$ cat src/rtl/dbi_pkg.sv
package dbi_pkg;
  localparam int CNT_W = 12;

  localparam logic [7:0] OFF_DATA = 8'h00;
  localparam logic [7:0] OFF_DMSK = 8'h04;
  localparam logic [7:0] OFF_LVL  = 8'h14;
  localparam logic [7:0] OFF_EN   = 8'h18;
  localparam logic [7:0] OFF_RAW  = 8'h1C;
  localparam logic [7:0] OFF_MSK  = 8'h20;
  localparam logic [7:0] OFF_CLR  = 8'h24;
  localparam logic [7:0] OFF_ARM  = 8'h28;
  localparam logic [7:0] OFF_CTRL = 8'h40;

  // effective debounce window: zero is treated as a single tick
  function automatic logic [CNT_W-1:0] eff_limit(input logic [CNT_W-1:0] fld);
    return (fld == '0) ? CNT_W'(1) : fld;
  endfunction

  // byte offset of channel control word
  function automatic logic [7:0] ctrl_off(input int ch);
    return OFF_CTRL + 8'(ch * 4);
  endfunction
endpackage

$ cat src/rtl/dbi_sync.sv
module dbi_sync #(
  parameter int WIDTH  = 8,
  parameter int STAGES = 2
) (
  input  logic             clk,
  input  logic             rst_n,
  input  logic [WIDTH-1:0] d_in,
  output logic [WIDTH-1:0] d_out
);
  logic [STAGES-1:0] chain [WIDTH];

  for (genvar b = 0; b < WIDTH; b++) begin : g_bit
    always_ff @(posedge clk or negedge rst_n) begin
      if (!rst_n) chain[b] <= '0;
      else        chain[b] <= {chain[b][STAGES-2:0], d_in[b]};
    end
    assign d_out[b] = chain[b][STAGES-1];
  end
endmodule

$ cat src/rtl/dbi_chan_filter.sv
module dbi_chan_filter #(
  parameter int CW = 12
) (
  input  logic          clk,
  input  logic          rst_n,
  input  logic          smp,
  input  logic          tick,
  input  logic [CW-1:0] limit,
  output logic          fire,
  output logic          cand,
  output logic [CW-1:0] cnt
);
  logic        settled;
  logic [CW:0] nxt;

  assign nxt  = {1'b0, cnt} + (CW+1)'(1);
  assign fire = (smp == cand) && tick && !settled && (nxt >= {1'b0, limit});

  always_ff @(posedge clk or negedge rst_n) begin
    if (!rst_n) begin
      cand    <= 1'b0;
      cnt     <= '0;
      settled <= 1'b0;
    end else if (smp != cand) begin
      cand    <= smp;
      cnt     <= '0;
      settled <= 1'b0;
    end else if (fire) begin
      settled <= 1'b1;
      cnt     <= nxt[CW-1:0];
    end else if (tick && !settled) begin
      cnt     <= nxt[CW-1:0];
    end
  end
endmodule

$ cat src/rtl/dbi_bank.sv
module dbi_bank
  import dbi_pkg::*;
#(
  parameter int N_CH = 8,
  parameter int AW   = 8,
  parameter int DW   = 32
) (
  input  logic            clk,
  input  logic            rst_n,
  input  logic            reg_wr,
  input  logic [AW-1:0]   reg_addr,
  input  logic [DW-1:0]   reg_wdata,
  output logic [DW-1:0]   reg_rdata,
  input  logic            ms_tick,
  input  logic [N_CH-1:0] pin_in,
  output logic            irq_o
);
  localparam int PAD = DW - N_CH;

  logic [N_CH-1:0]  pin_s;
  logic [N_CH-1:0]  lvl_q, en_q, arm_q, dmsk_q, raw_q, data_q;
  logic [DW-1:0]    ctrl_q [N_CH];
  logic [N_CH-1:0]  fire_vec, cand_vec, evt_vec, clr_vec, masked;
  logic [CNT_W-1:0] cnt_vec [N_CH];

  function automatic logic hit(input logic [AW-1:0] a, input logic [7:0] off);
    return a == AW'(off);
  endfunction

  dbi_sync #(.WIDTH(N_CH), .STAGES(2)) u_sync (
    .clk(clk), .rst_n(rst_n), .d_in(pin_in), .d_out(pin_s)
  );

  for (genvar n = 0; n < N_CH; n++) begin : g_ch
    dbi_chan_filter #(.CW(CNT_W)) u_filt (
      .clk(clk), .rst_n(rst_n), .smp(pin_s[n]), .tick(ms_tick),
      .limit(eff_limit(ctrl_q[n][CNT_W-1:0])),
      .fire(fire_vec[n]), .cand(cand_vec[n]), .cnt(cnt_vec[n])
    );

    always_ff @(posedge clk or negedge rst_n) begin
      if (!rst_n) ctrl_q[n] <= '0;
      else if (reg_wr && hit(reg_addr, ctrl_off(n))) ctrl_q[n] <= reg_wdata;
    end
  end

  assign evt_vec = fire_vec & ~(cand_vec ^ lvl_q);
  assign clr_vec = (reg_wr && hit(reg_addr, OFF_CLR)) ? reg_wdata[N_CH-1:0] : '0;
  assign masked  = raw_q & en_q & arm_q;
  assign irq_o   = |masked;

  always_ff @(posedge clk or negedge rst_n) begin
    if (!rst_n) begin
      lvl_q  <= '0;
      en_q   <= '0;
      arm_q  <= '0;
      dmsk_q <= '0;
      raw_q  <= '0;
      data_q <= '0;
    end else begin
      if (reg_wr && hit(reg_addr, OFF_LVL))  lvl_q  <= reg_wdata[N_CH-1:0];
      if (reg_wr && hit(reg_addr, OFF_EN))   en_q   <= reg_wdata[N_CH-1:0];
      if (reg_wr && hit(reg_addr, OFF_ARM))  arm_q  <= reg_wdata[N_CH-1:0];
      if (reg_wr && hit(reg_addr, OFF_DMSK)) dmsk_q <= reg_wdata[N_CH-1:0];
      raw_q  <= (raw_q & ~clr_vec) | evt_vec;
      data_q <= (data_q & ~fire_vec) | (cand_vec & fire_vec);
    end
  end

  always_comb begin
    reg_rdata = '0;
    if      (hit(reg_addr, OFF_DATA)) reg_rdata = {{PAD{1'b0}}, data_q & dmsk_q};
    else if (hit(reg_addr, OFF_DMSK)) reg_rdata = {{PAD{1'b0}}, dmsk_q};
    else if (hit(reg_addr, OFF_LVL))  reg_rdata = {{PAD{1'b0}}, lvl_q};
    else if (hit(reg_addr, OFF_EN))   reg_rdata = {{PAD{1'b0}}, en_q};
    else if (hit(reg_addr, OFF_RAW))  reg_rdata = {{PAD{1'b0}}, raw_q};
    else if (hit(reg_addr, OFF_MSK))  reg_rdata = {{PAD{1'b0}}, masked};
    else if (hit(reg_addr, OFF_ARM))  reg_rdata = {{PAD{1'b0}}, arm_q};
    else begin
      for (int i = 0; i < N_CH; i++) begin
        if (hit(reg_addr, ctrl_off(i))) reg_rdata = ctrl_q[i];
      end
    end
  end
endmodule

$ cat config.mk
export PLATFORM = sky130hd
export DESIGN_NAME = dbi_bank
export DESIGN_NICKNAME = d
export VERILOG_FILES = /design/src/rtl/dbi_pkg.sv /design/src/rtl/dbi_sync.sv /design/src/rtl/dbi_chan_filter.sv /design/src/rtl/dbi_bank.sv
export SDC_FILE = /design/constraint.sdc
export NUM_CORES = 1
export LEC_CHECK = 0
export ABC_AREA = 1
export CAP_MARGIN = 20
export CORE_ASPECT_RATIO = 0.8
export CORE_MARGIN = 3
export CORE_UTILIZATION = 55
export CTS_BUF_LIST = sky130_fd_sc_hd__clkbuf_16
export CTS_CLUSTER_SIZE = 14
export DETAILED_ROUTE_END_ITERATION = 6
export GPL_TIMING_DRIVEN = 1
export PLACE_DENSITY = 0.71
export SLEW_MARGIN = 20
export SYNTH_ARGS = -nofsm -noshare
export SYNTH_HDL_FRONTEND = slang
export SYNTH_SLANG_ARGS = --single-unit
export TNS_END_PERCENT = 50
$ cat constraint.sdc
create_clock -name clk -period 3 [get_ports clk]
set_input_delay 0.45 -clock clk [delete_from_list [all_inputs] [get_ports clk]]
set_output_delay 0.45 -clock clk [all_outputs]
set_load 0.05 [all_outputs]
==> impl_metrics.tcl <==
set metrics [dict create \
    status "completed" \
    area_delta_synth_final_pct 16.4 \
    yosysWarnings 0 \
    drt-wirelength-per-cell_um 18.7 \
    pwr-share-comb 0.149 \
    core-area_um2 40800 \
    fmax_mhz 345 \
    fin_crit_sh 0.966 \
    routed_via_density 5.80 \
    power_density_nw_per_um2 539 \
    peakVddDrop_uv 385 \
    avgSynthCellArea_um2 8.26 \
    synth_cells 2759 \
    final_cell_area_um2 26500 \
    rsz0062_at_grt "yes" \
    cp-end-kind "primary output" \
    first_iter_violations 1889 \
    tritoncts "yes" \
    clockPowerShare 0.394 \
    cts.clk_slew.worst_paths_ps 60 \
    synth-seq-area-share 0.474 \
    place.gp.congestion 0.927 \
    finalWorstSetupSlack_ps 103 \
    grtUsageTotal 0.297 \
    startpoint_type "flip-flop" \
    clkSinkCount 432 \
    finalNetCount 3014 \
    place_area_um2 24900 \
    crit_fanout 3 \
    synth_top_area_frac 0.474 \
    grt_pass1_vias 19800 \
    antenna_left 0 \
    synth_top_area_cell "dfrtp_1" \
    cp.required_ps 2550 \
    dpl.hpwl_um 45100 \
    drt_pass1_iterations 6 \
    grt_max_degree 77 \
    rows 66 \
    arrival_ps 2450 \
    drc 0 \
    ys_top_cells_by_area "dfrtp_1 47%, nand2_1 11%, o21ai_0 7.3%" \
    slew_headroom 0.515 \
    clock_latency_ps 560 \
    port-buffer-count 84 \
    die-area_um2 43900 \
    ys_types 49 \
    grt_pass1_wl_um 105000 \
    io_pins 85 \
    tightest_slew_ps 721 \
    die_h_um 188 \
    crit_type "reg -> out" \
    htree_levels 2 \
    p_switching_mw 4.00 \
    n_antenna_cell 0 \
    clock_path_buffers 3 \
    final_cell_count_no_fill 3432 \
    place_inst 3346 \
    antenna_found_initial 0 \
    die_w_um 234 \
    ys_async_sr_fraction 1.00 \
    final.setup_skew_ps 10.4 \
    hold_class "in -> reg" \
    max_cap_violations 0 \
    finalWirelength_um 64200 \
    yosys_register_bits 432 \
    p_sw_frac 0.280 \
    synth_area_um2 22800 \
    power_frac_seq 0.458 \
    fin_util 0.650 \
    drive_gt1_frac 0.0952 \
    path_cells "nand2_1 > nor2_1 > nor4_1 > nand4_1 > clkdlybuf4s50_1" \
    synth_edf_count 0 \
    grt_overflow 0 \
    dominantRegCellSynth "dfrtp_1" \
    cts_buffers 44 \
    finalHoldViolCount 0 \
    finalPower_mw 14.3 \
    power.internal_mw 10.3 \
    min_period_ps 2900 \
    start_util 0.559 \
    num-fill-cells 3420 \
    cp_top_family "buffers and inverters" \
    slowest_stage "clkdlybuf4s50_1" \
    leakagePower_nw 13.0 \
    cp_num_buf_inv 1 \
    drv_slew 0 \
    synth_fp_nets 2915 \
    root_buffer "clkbuf_16" \
    place_ws_ps -26.0 \
    cpPeakStageDelay_ps 750 \
    vias 19900 \
    setup_viol 0 \
]
==> Yosys cell counts, types with 3 or more instances <==
library cell / count
o211ai_1: 8
ha_1: 104
clkbuf_1: 61
nand4_1: 81
buf_6: 3
buf_4: 7
nand2_4: 10
nor2_8: 5
nand2_2: 12
a41o_1: 6
a211o_1: 3
nor4_1: 19
a221oi_1: 6
nand3_2: 9
nor2_1: 133
buf_2: 29
a211oi_1: 5
dfrtp_1: 432
nand2_1: 662
nor3_2: 4
nand3_1: 134
a21oi_1: 71
nand3b_1: 12
inv_2: 18
xor2_1: 59
o221ai_1: 6
o21ai_0: 333
o22ai_1: 45
nor2_2: 8
xnor2_1: 12
nor3_1: 13
nor3_4: 7
inv_1: 340
nor2_4: 5
o21ai_1: 73
nor4_2: 4
==> sequential cells by signal, summed over array words and instances (netlist names), named ones only <==
signal / cells
arm_q: 8
lvl_q: 8
en_q: 8
u_sync.d_out: 8
ctrl_q: 256
raw_q: 8
g_ch.u_filt.cand: 8
dmsk_q: 8
g_ch.u_filt.settled: 8
g_ch.u_filt.cnt: 96
u_sync.chain: 8
==> power groups by stage <==
stage	Clock (mW)	Combinational (mW)	Sequential, mW
6_report	5.62	2.13	6.54
4_1_cts	5.69	2.08	6.53
2_1_floorplan	0	1.33	6.51
5_1_grt	5.93	2.41	6.57
3_5_place_dp	0	2.05	6.63
3_3_place_gp	0	1.93	6.62
==> cell type report <==
cell class | instances | area [µm²] | share of cell area
flip-flops and latches | 432 | 10800 | 0.408
repair buffers | 157 | 2010 | 0.0758
inverters | 360 | 1360 | 0.0513
well taps | 544 | 681 | 0.0257
clock buffers | 46 | 1150 | 0.0434
multi-input cells | 1863 | 10200 | 0.385
clock inverters | 30 | 294 | 0.0111
==> stage by stage <==
step	TNS, ps	hold slack (ps)
after floorplan	0	154
after global placement	0	334
after detailed placement	-74.1	342
after CTS	0	307
after global routing	-10.8	328
final	0	326
==> worst paths after layout <==
kind | to | start | slack, ps | cells past startpoint
setup / recovery | irq_o | raw_q[3] | 100 | 5
hold / removal | u_sync.chain[2] | pin_in[6] | 330 | 1
setup reg to reg | raw_q[3] | g_ch[3].u_filt.cnt[0] | 200 | 14
hold reg to reg | u_sync.d_out[6] | u_sync.chain[2] | 350 | 0
max in group asynchronous | ctrl_q[192] | rst_n | 1650 | 3
min in group asynchronous | g_ch[2].u_filt.cnt[5] | rst_n | 470 | 2
==> cells by family after synthesis <==
logic type / Yosys count / share of synthesized area
buffers and inverters: 464 / 0.0805
AOI/OAI and AO/OA: 566 / 0.134
adders and majority gates: 104 / 0.0571
DFF: 432 / 0.474
xor gates and xnor gates: 73 / 0.0287
and+or+nand+nor: 1120 / 0.226
==> metal layers <==
metal,global-route usage,part of all wire,up-vias
li1,-,-,9318
met1,0.413,0.43,9706
met2,0.478,0.46,729
met3,0.0445,0.070,144
met4,0.103,0.035,0
met5,0,0,-
==> cells in the final DEF (no fill, tap or decap), types with 5 or more instances in the layout <==
| cell type | n |
|---|---|
| nand2_1 | 658 |
| dfrtp_1 | 431 |
| inv_1 | 350 |
| o21ai_0 | 332 |
| nand3_1 | 130 |
| nor2_1 | 128 |
| ha_1 | 103 |
| nand4_1 | 81 |
| o21ai_1 | 74 |
| a21oi_1 | 71 |
| xor2_1 | 58 |
| buf_12 | 54 |
| buf_4 | 48 |
| clkbuf_16 | 46 |
| o22ai_1 | 45 |
| clkdlybuf4s50_1 | 43 |
| nor4_1 | 19 |
| inv_2 | 19 |
| nand2_2 | 15 |
| nor2_2 | 13 |
| nand3_2 | 13 |
| nor3_1 | 12 |
| nand3b_1 | 12 |
| xnor2_1 | 12 |
| nand2_4 | 10 |
| o211ai_1 | 8 |
| nor3_4 | 7 |
| dlygate4sd2_1 | 7 |
| a41o_1 | 6 |
| o221ai_1 | 6 |
| a221oi_1 | 6 |
| bufinv_16 | 6 |
| nor3_2 | 5 |
| nor2_4 | 5 |
| a211oi_1 | 5 |
| nor2_8 | 5 |
| clkinv_1 | 5 |
==> what timing repair did <==
action	CTS	global route
endpoints found under the setup margin	8	14
cloned	1	0
hold buffers	1	0
hold endpoints to repair	68	0
buffers inserted	5	3
pin swaps	16	8
resized for setup	18	18
Note: power is estimated with default switching activity, not from simulation.
